### config.mk
export PLATFORM = sky130hd
export DESIGN_NAME = snp_lane_snooper
export DESIGN_NICKNAME = d
export VERILOG_FILES = /design/src/rtl/snp_pkg.sv /design/src/rtl/snp_striper.sv /design/src/rtl/snp_tracker.sv /design/src/rtl/snp_lane_snooper.sv
export SDC_FILE = /design/constraint.sdc
export NUM_CORES = 1
export LEC_CHECK = 0
export BUFFER_PORTS_ARGS = -buffer_cell sky130_fd_sc_hd__clkbuf_2
export CAP_MARGIN = 30
export CELL_PAD_IN_SITES_DETAIL_PLACEMENT = 1
export CELL_PAD_IN_SITES_GLOBAL_PLACEMENT = 1
export CORE_MARGIN = 5
export CORE_UTILIZATION = 37
export CTS_BUF_LIST = sky130_fd_sc_hd__clkbuf_16
export CTS_CLUSTER_SIZE = 28
export DETAILED_ROUTE_END_ITERATION = 6
export PLACE_DENSITY = 0.91
export SLEW_MARGIN = 20
export SYNTH_ARGS = -nofsm -noshare
export SYNTH_HDL_FRONTEND = slang
export SYNTH_HIERARCHICAL = 1
export SYNTH_SLANG_ARGS = --single-unit
### constraint.sdc
create_clock -name clk -period 7.7 [get_ports clk]
set_input_delay 0 -clock clk [delete_from_list [all_inputs] [get_ports clk]]
set_output_delay 0 -clock clk [all_outputs]
set_load 0.02 [all_outputs]
### src/rtl/snp_pkg.sv
package snp_pkg;
  typedef enum logic [1:0] {
    SNP_CHECK  = 2'd0,
    SNP_COUNT  = 2'd1,
    SNP_STRIPE = 2'd2,
    SNP_NONE   = 2'd3
  } snp_mode_e;

  localparam int SKIP_W = 3;

  typedef struct packed {
    logic              known;
    logic [SKIP_W-1:0] skip;
  } snp_cmd_t;

  // Instruction byte -> number of address plus dummy bytes to let through unstriped
  function automatic snp_cmd_t decode_cmd(input logic [7:0] op);
    snp_cmd_t c;
    c.known = 1'b1;
    case (op)
      8'h03:   c.skip = SKIP_W'(3);
      8'h0B:   c.skip = SKIP_W'(4);
      8'hBB:   c.skip = SKIP_W'(4);
      8'hEB:   c.skip = SKIP_W'(5);
      default: begin c.known = 1'b0; c.skip = '0; end
    endcase
    return c;
  endfunction
endpackage

### src/rtl/snp_striper.sv
module snp_striper #(
  parameter int LANES = 2,
  parameter bit UNDO  = 1'b0
) (
  input  logic [LANES*8-1:0] din,
  output logic [LANES*8-1:0] dout
);
  localparam int NB = LANES * 8;

  generate
    if (LANES == 1) begin : g_pass
      assign dout = din;
    end else begin : g_deal
      for (genvar k = 0; k < NB; k++) begin : g_bit
        // flat bit k goes to lane (k mod LANES), bit position (k div LANES)
        localparam int P = (k % LANES) * 8 + (k / LANES);
        if (!UNDO) begin : g_fwd
          assign dout[P] = din[k];
        end else begin : g_inv
          assign dout[k] = din[P];
        end
      end
    end
  endgenerate
endmodule

### src/rtl/snp_tracker.sv
module snp_tracker
  import snp_pkg::*;
(
  input  logic       clk,
  input  logic       rst_n,
  input  logic       cs_change,
  input  logic       issue,
  input  logic [7:0] opcode,
  output snp_mode_e  mode
);
  logic [SKIP_W-1:0] left_q;
  snp_cmd_t          cmd;

  assign cmd = decode_cmd(opcode);

  always_ff @(posedge clk) begin
    if (!rst_n) begin
      mode   <= SNP_CHECK;
      left_q <= '0;
    end else if (cs_change) begin
      mode   <= SNP_CHECK;
      left_q <= '0;
    end else if (issue) begin
      case (mode)
        SNP_CHECK: begin
          if (cmd.known) begin
            mode   <= SNP_COUNT;
            left_q <= cmd.skip;
          end else begin
            mode <= SNP_NONE;
          end
        end
        SNP_COUNT: begin
          if (left_q == SKIP_W'(1)) mode <= SNP_STRIPE;
          left_q <= left_q - SKIP_W'(1);
        end
        default: ;
      endcase
    end
  end

  assert_cs_restart_R2: assert property (@(posedge clk) disable iff (!rst_n)
    cs_change |=> (mode == SNP_CHECK));
  assert_none_sticky_R4: assert property (@(posedge clk) disable iff (!rst_n)
    (mode == SNP_NONE && !cs_change) |=> (mode == SNP_NONE));
  assert_stripe_sticky_R3: assert property (@(posedge clk) disable iff (!rst_n)
    (mode == SNP_STRIPE && !cs_change) |=> (mode == SNP_STRIPE));
  assert_count_live_R3: assert property (@(posedge clk) disable iff (!rst_n)
    (mode == SNP_COUNT) |-> (left_q != '0));
endmodule

### src/rtl/snp_lane_snooper.sv
module snp_lane_snooper
  import snp_pkg::*;
#(
  parameter int MAX_LANES = 2,
  localparam int CW = $clog2(MAX_LANES + 1),
  localparam int DW = MAX_LANES * 8
) (
  input  logic          clk,
  input  logic          rst_n,
  input  logic          cs_change,
  input  logic          cfg_sep_bus,
  input  logic          cfg_two_mem,
  input  logic          xfer_req,
  input  logic          tx_valid,
  input  logic [CW-1:0] tx_avail,
  input  logic [DW-1:0] tx_data,
  output logic          tx_ready,
  output logic [CW-1:0] tx_pop_cnt,
  output logic          lane_out_valid,
  output logic [DW-1:0] lane_out_data,
  input  logic          lane_in_valid,
  input  logic [DW-1:0] lane_in_data,
  output logic          rx_valid,
  input  logic          rx_ready,
  output logic [DW-1:0] rx_data,
  output logic [CW-1:0] rx_cnt,
  output logic          ev_tx_underflow,
  output logic          ev_rx_overflow,
  output logic [1:0]    snoop_mode
);
  snp_mode_e     mode;
  logic          eff_multi, stripe_now, fire, starved;
  logic          busy_q, striped_q;
  logic [CW-1:0] need;
  logic [DW-1:0] tx_striped, rx_unstriped, repl_w, beat_w;

  // effective lane count: all lanes only with both configuration bits set
  assign eff_multi  = (MAX_LANES > 1) && cfg_sep_bus && cfg_two_mem;
  assign stripe_now = (mode == SNP_STRIPE);
  assign need       = (stripe_now && eff_multi) ? CW'(MAX_LANES) : CW'(1);

  assign fire    = xfer_req && !busy_q && tx_valid && (tx_avail >= need);
  assign starved = xfer_req && !busy_q && !(tx_valid && (tx_avail >= need));

  assign tx_ready   = fire;
  assign tx_pop_cnt = fire ? need : '0;

  snp_striper #(.LANES(MAX_LANES), .UNDO(1'b0)) u_fwd (
    .din (tx_data),
    .dout(tx_striped)
  );

  snp_striper #(.LANES(MAX_LANES), .UNDO(1'b1)) u_inv (
    .din (lane_in_data),
    .dout(rx_unstriped)
  );

  generate
    for (genvar g = 0; g < MAX_LANES; g++) begin : g_repl
      assign repl_w[g*8 +: 8] = (g == 0 || eff_multi) ? tx_data[7:0] : 8'h00;
    end
  endgenerate

  always_comb begin
    if (stripe_now && eff_multi) beat_w = tx_striped;
    else                         beat_w = repl_w;
  end

  snp_tracker u_trk (
    .clk      (clk),
    .rst_n    (rst_n),
    .cs_change(cs_change),
    .issue    (fire),
    .opcode   (tx_data[7:0]),
    .mode     (mode)
  );

  assign snoop_mode = mode;

  always_ff @(posedge clk) begin
    if (!rst_n) begin
      busy_q          <= 1'b0;
      striped_q       <= 1'b0;
      lane_out_valid  <= 1'b0;
      lane_out_data   <= '0;
      ev_tx_underflow <= 1'b0;
      ev_rx_overflow  <= 1'b0;
    end else begin
      lane_out_valid  <= fire;
      ev_tx_underflow <= starved;
      ev_rx_overflow  <= busy_q && lane_in_valid && !rx_ready;
      if (fire) begin
        busy_q        <= 1'b1;
        striped_q     <= stripe_now && eff_multi;
        lane_out_data <= beat_w;
      end else if (busy_q && lane_in_valid) begin
        busy_q <= 1'b0;
      end
    end
  end

  assign rx_valid = busy_q && lane_in_valid;
  assign rx_data  = striped_q ? rx_unstriped : DW'(lane_in_data[7:0]);
  assign rx_cnt   = striped_q ? CW'(MAX_LANES) : CW'(1);

  assert_pop_fits_R9: assert property (@(posedge clk) disable iff (!rst_n)
    tx_ready |-> (tx_valid && tx_avail >= tx_pop_cnt && tx_pop_cnt != '0));
  assert_beat_after_pop_R11: assert property (@(posedge clk) disable iff (!rst_n)
    lane_out_valid |-> $past(tx_ready));
  assert_one_outstanding_R11: assert property (@(posedge clk) disable iff (!rst_n)
    lane_out_valid |=> !lane_out_valid);
  assert_underflow_quiet_R9: assert property (@(posedge clk) disable iff (!rst_n)
    ev_tx_underflow |-> !lane_out_valid);
  assert_overflow_cause_R10: assert property (@(posedge clk) disable iff (!rst_n)
    ev_rx_overflow |-> $past(rx_valid && !rx_ready));
endmodule

# Word level (Yosys, flattened, before mapping)
# Index checks and enable logic that the tools add are counted.
[totals]
input_bits = 43
ramBits = 0
elab_cells = 55
mem_count = 0
rom_bits = 0
latchBits = 0
regBits = 26
output_inout_bits = 43
[classes]
n_mux = 15
n_reduce_logical = 20
shifts = 0
n_lt_le_gt_ge = 1
multipliers = 0
n_bitwise = 1
div = 0
eq_ne = 9
add_sub_neg = 1
[ops]
columns = ["operator", "count"]
rows = [
  ["2-to-1 mux 16 bit", 2],
  ["== test 8 bit (second input constant)", 2],
  ["2-to-1 mux 2 bit", 5],
  ["logical AND 1 bit", 9],
  ["case mux 3 bit (3 select lines)", 1],
  ["== test 8 x 2 -> 1 bit (second input constant)", 1],
  ["== test 8 x 4 -> 1 bit (second input constant)", 1],
  ["2-to-1 mux 8 bit", 1],
  ["case mux 3 bit (2 select lines)", 1],
  ["AND reduction 3 bit", 2],
  ["inequality test 2 x 1 -> 1 bit (second input constant)", 2],
  ["case mux 2 bit (2 select lines)", 1],
  ["nonzero test 2 bit", 2],
  ["OR reduction 2 bit", 2],
  ["OR reduction 4 bit", 1],
  ["== test 3 x 1 -> 1 bit (second input constant)", 1],
  ["zero test 1 bit", 3],
  ["2-to-1 mux 1 bit", 3],
  ["2-to-1 mux 3 bit", 1],
  ["subtractor 3 x 1 -> 3 bit (second input constant)", 1],
  ["== test 2 x 1 -> 1 bit (second input constant)", 1],
  ["== test 2 bit (second input constant)", 1],
  [">= comparator 2 bit", 1],
  ["zero test 2 bit", 1],
  ["inverter 1 bit", 1],
]

# Logic depth before layout (Yosys ltp)
[depth]
word_depth = 7
depth_mapped = 13
mapped_depth_nobuf = 10

# Hierarchy
# The synthesis kept the hierarchy.
[by_module_without_submodules]
columns = ["mod", "seq_area_each_um2", "instances", "cells_per_inst", "area_each_um2"]
rows = [
  ["snp_lane_snooper", 420.4, 1, 134, 1293.7],
  ["snp_tracker", 100.1, 1, 51, 435.4],
  ["snp_striper", 0.0, 2, 16, 120.1],
]

# Worst setup path before layout
# No wires, ideal clock.
[synth_path]
kind = "register -> register"
from = "register u_trk.mode[1]"
to = "register u_trk.left_q[2]"
period_less_slack_ns = 3.042
t_arrival_ns = 2.946
path_buffers = 3
t_required_ns = 7.604
setup_ns = 0.096
path_stages_with_launch = 14
setup_slack_ns = 4.658
cell_sequence = "dfxtp_1 -> and4b_1 -> buf_2 -> inv_1 -> ha_1 -> o21a_1 -> buf_2 -> nand3_4 -> inv_6 -> buf_12 -> nor2b_1 -> o21ai_0 -> or2_4 -> o41ai_2"
[synth_between]
elab_chain_len = 6
word_cells_on_any_way = 11
cone_classes = "order compare (1); eq/ne (3); mux (2); reduce/logical (5)"
[synth_lines]
columns = ["item", "line_no", "text"]
rows = [
  ["start: declaration", "snp_tracker.sv:9", "output snp_mode_e mode"],
  ["start signal: assignment", "snp_tracker.sv:18", "mode <= SNP_CHECK;"],
  ["start signal: assignment", "snp_tracker.sv:21", "mode <= SNP_CHECK;"],
  ["start signal: assignment", "snp_tracker.sv:27", "mode <= SNP_COUNT;"],
  ["== test 2 bit", "snp_lane_snooper.sv:39", "assign stripe_now = (mode == SNP_STRIPE);"],
  ["logical AND 1 bit", "snp_lane_snooper.sv:40", "assign need = (stripe_now && eff_multi) ? CW'(MAX_LANES) : CW'(1);"],
  ["2-to-1 mux 2 bit", "snp_lane_snooper.sv:40", ""],
  [">= comparator 2 bit", "snp_lane_snooper.sv:42", "assign fire = xfer_req && !busy_q && tx_valid && (tx_avail >= need);"],
  ["logical AND 1 bit", "snp_lane_snooper.sv:42", ""],
  ["named net tx_ready", "snp_lane_snooper.sv:17", "output logic tx_ready,"],
  ["AND reduction 3 bit (no source line)", "-", ""],
  ["end signal: assignment", "snp_tracker.sv:28", "left_q <= cmd.skip;"],
  ["end signal: assignment", "snp_tracker.sv:35", "left_q <= left_q - SKIP_W'(1);"],
  ["end: declaration", "snp_tracker.sv:11", "logic [SKIP_W-1:0] left_q;"],
]
# The timed path passes the listed nets, and every way through them passes these cells.
# A chain may end at the register's enable or synchronous reset.

# Final worst setup path
[layout_path]
from = "register u_trk.mode[1]"
to = "register u_trk.left_q[2]"
[layout_between]
elab_chain_len = 6
word_cells_on_any_way = 11
cone_classes = "order compare (1); eq/ne (3); mux (2); reduce/logical (5)"
[layout_lines]
columns = ["item", "line_no"]
rows = [
  ["== test 2 bit", "snp_lane_snooper.sv:39"],
  ["logical AND 1 bit", "snp_lane_snooper.sv:40"],
  ["2-to-1 mux 2 bit", "snp_lane_snooper.sv:40"],
  [">= comparator 2 bit", "snp_lane_snooper.sv:42"],
  ["logical AND 1 bit", "snp_lane_snooper.sv:42"],
  ["AND reduction 3 bit (no source line)", "-"],
]
# Several ways; a longest one is shown, not always the timed one.

==> summary.md <==
| Metric | Value |
|---|---|
| Status | finished, final reports clean |
| Bufs and invs on worst path | 2 |
| Ant. Diodes | 0 |
| Dominant synthesized flop cell | dfxtp_1 |
| CTS tree | yes |
| Average cell area after synthesis | 9.076 um^2 |
| First-pass iteration count of the detailed router | 4 |
| Highest metal layer with signal wires | met4 |
| Post_cts resized | 0 |
| Endpoints failing hold | 0 |
| Cts hold-fix bufs | 1 |
| Vias per cell | 5.197 |
| Initial antenna violation count | 0 |
| Area delta synth->final | 15.37% |
| Clk pwr share | 41.5% |
| Worst Hold Class | in2reg |
| Routed wl met3 | 261 um |
| Antenna-violating nets left | 0 |
| Max-cap violation count | 0 |
| CTS max path bufs | 2 |
| Routed length per placed instance | 16.98 um |
| Chip Height | 82.96 um |
| # nets final | 308 |
| Fill cell count | 629 |
| Gr usage total | 16.56% |
| Top-count cell post-synth | buf_4 |
| Cell family with the largest share of critical-path delay | simple AND/OR/NAND/NOR gates |
| Crit path time final | 3.760 ns |
| Pint | 270.5 uW |
| Delay of the slowest critical-path stage | 0.66 ns |
| Num Clock Sinks | 26 |
| DP Area | 2157 um^2 |
| Most frequent cells after synthesis | buf_4 (33), dfxtp_1 (26), a31oi_1 (17) |
| Placeable core region | 5140 um^2 |
| Layout cells sized above 1 | 49.62% |
| Sequential-to-total area share from yosys stat | 26.43% |
| DR vias | 1715 |
| Yosys warning total | 6 |
| CP startpoint kind | flop |
| Setup violations, final | 0 |
| Critical path data required time | 7.86 ns |
| Final wirelength | 5603 um |
| RSZ-0062 raised after global routing | false |
| Die area | 6882 um^2 |
| Clock Tree Root | clkbuf_16 |
| Highest Clock Rate | 266.0 MHz |
| Worst slew pin tran | 0.8064 ns |
| VDD IR-drop max | 0.0001311 V |
| GRT overflow | 0 |
| Cell variety after synth | 47 |
| Slowest-stage cell, CP | and4b_1 |
| Post-CTS Setup Inserts | 0 |
| Largest net degree at the start of global routing | 21 |
| Sw frac | 25.83% |
| Cts bufs inserted | 3 |
| Static Leak | 0.9792 nW |
| Switch Pwr | 94.19 uW |
| M1 WL | 2414 um |
| Synth Net Count | 264 |
| CTS H-tree depth | 1 |
| Crit-path max FO | 20 |
| Setup_tns | 0 ns |
| Post-synth top area cell | dfxtp_1 |
| Comb pwr share | 19.5% |
| # rows | 26 |
| IO buf count | 85 |
| Setup crit end kind | flop |
| Crit path DAT | 3.92 ns |
| Top Ports | 86 |
| Post-synth EDFFs | 0 |
| Post-DP HPWL | 4461 um |
| Post-Syn Instances | 217 |
| Metal2 WL | 2892 um |
| Worst-path clk slew | 0.07 ns |
| Max_slew headroom | 46.13% |
| Synthesized cell area | 1969 um^2 |
| Pwr/cell area | 160.5 nW/um^2 |
| Ys async rst share | 0% |
| Post-route DRC violation count | 0 |
| Worst skew pair latency | 0.26 ns |
| Seq cells post-synth | 26 |
| Kind of critical path | reg2reg |
| First-pass GRT wire length | 9591 um |
| Fin. max-slew vios | 0 |
| Overall power | 364.7 uW |
| Clock Skew | 0.002138 ns |
| Final Util | 44.21% |
| Gpl congestion | 0.8003 |
| Vias in the first global route | 1867 |
| Design Area, Final | 2272 um^2 |
| Chip width | 82.96 um |
| Period Utilization, post-route | 48.83% |
| Hold_ws | 0.03157 ns |
| Sequential power share | 39.0% |
| Top cell type's share of synthesized area | 26.43% |
| Initial Utilization | 38.32% |
| Worst path cell trace | and4b_1 -> inv_1 -> ha_1 -> o21a_1 -> nand3_4 -> inv_6 -> nor2b_1 -> o21ai_0 -> or2_4 -> o41ai_2 |
| Top cells by area, synth | dfxtp_1 (26%), buf_4 (13%), mux2_2 (9.1%), a211oi_2 (5.7%), a31oi_1 (5.4%) |
| DRT iter0 DRCs | 111 |
worst register-to-register path, cell delays in order, from the launching register on:
cell,delay (ns)
dfxtp_1,0.47
and4b_1,0.66
inv_1,0.18
ha_1,0.33
o21a_1,0.53
nand3_4,0.20
inv_6,0.24
nor2b_1,0.27
o21ai_0,0.19
or2_4,0.28
o41ai_2,0.31
through the flow:
| stage | instances | setup slack [ns] |
|---|---|---|
| floorplan | 217 | 4.658 |
| global placement | 324 | 4.143 |
| detailed placement | 325 | 3.996 |
| CTS | 330 | 3.948 |
| global route | 330 | 3.626 |
| finish | 330 | 3.940 |
routing by layer:
| metal | up-vias | global-route usage [%] |
|---|---|---|
| met5 | - | 0 |
| met4 | 0 | 3.269 |
| met3 | 2 | 3.663 |
| met2 | 55 | 29.37 |
| met1 | 815 | 20.49 |
| li1 | 843 | - |
power groups by stage:
stage               clock network [mW]  registers, mW  logic (mW)
finish                           0.151          0.142      0.0711
global route                     0.161          0.143      0.0776
CTS                              0.154          0.142      0.0713
detailed placement                   0          0.145      0.0701
global placement                     0          0.145      0.0673
floorplan                            0          0.150      0.0502
cells by family (layout without fill, tap and decap cells):
group                    after synthesis  after routing  synth area share (%)
AO/OA/AOI/OAI                         52             52                 21.86
flip-flops                            26             26                 26.43
buffers and inverters                 57            100                 18.87
adder cells (fa/ha/maj)                4              4                 2.541
multiplexers                          26             26                 14.23
AND/OR/NAND/NOR                       51             51                 15.63
XOR/XNOR                               1              1                0.4448
worst paths after layout:
path	startpoint	end	slack (ns)	cells past startpoint
max	u_trk/mode[1]	u_trk/left_q[2]	3.94	10
min	lane_in_valid	busy_q	0.03	3
max reg2reg	u_trk/mode[1]	u_trk/left_q[2]	3.94	10
min reg2reg	busy_q	busy_q	0.50	2
cells in the final DEF (no fill, tap or decap), types with 2 or more instances in the layout:
| master | n |
|---|---|
| dfxtp_1 | 26 |
| mux2i_1 | 10 |
| a31o_2 | 7 |
| nand2b_1 | 2 |
| and2_1 | 9 |
| clkbuf_16 | 3 |
| o21a_1 | 2 |
| mux2_2 | 16 |
| o41ai_2 | 2 |
| nand3b_1 | 3 |
| a21oi_1 | 4 |
| nor2_1 | 5 |
| nor2b_1 | 4 |
| inv_1 | 8 |
| o21ai_0 | 3 |
| nor3b_1 | 2 |
| a311oi_1 | 2 |
| nand2_1 | 12 |
| a31oi_1 | 17 |
| a211oi_2 | 9 |
| nor4_1 | 2 |
| clkbuf_2 | 85 |
| ha_1 | 4 |
registers in the layout (all words and copies together) (netlist names):
| name | count |
|---|---|
| lane_out_data | 16 |
| u_trk/left_q | 3 |
| u_trk/mode | 2 |
| busy_q | 1 |
| ev_rx_overflow | 1 |
| ev_tx_underflow | 1 |
| lane_out_valid | 1 |
| striped_q | 1 |
layout make-up:
class / instances / area (um^2) / share of cell area (%)
Inverter: 9 / 38.79 / 1.707
Tap cell: 70 / 87.58 / 3.855
Timing Repair Buffer: 87 / 442.9 / 19.49
Clock inverter: 1 / 30.03 / 1.322
Multi-Input combinational cell: 134 / 1077 / 47.41
Clock buffer: 3 / 75.07 / 3.304
Sequential cell: 26 / 520.5 / 22.91
(Power assumes the default switching activity.)
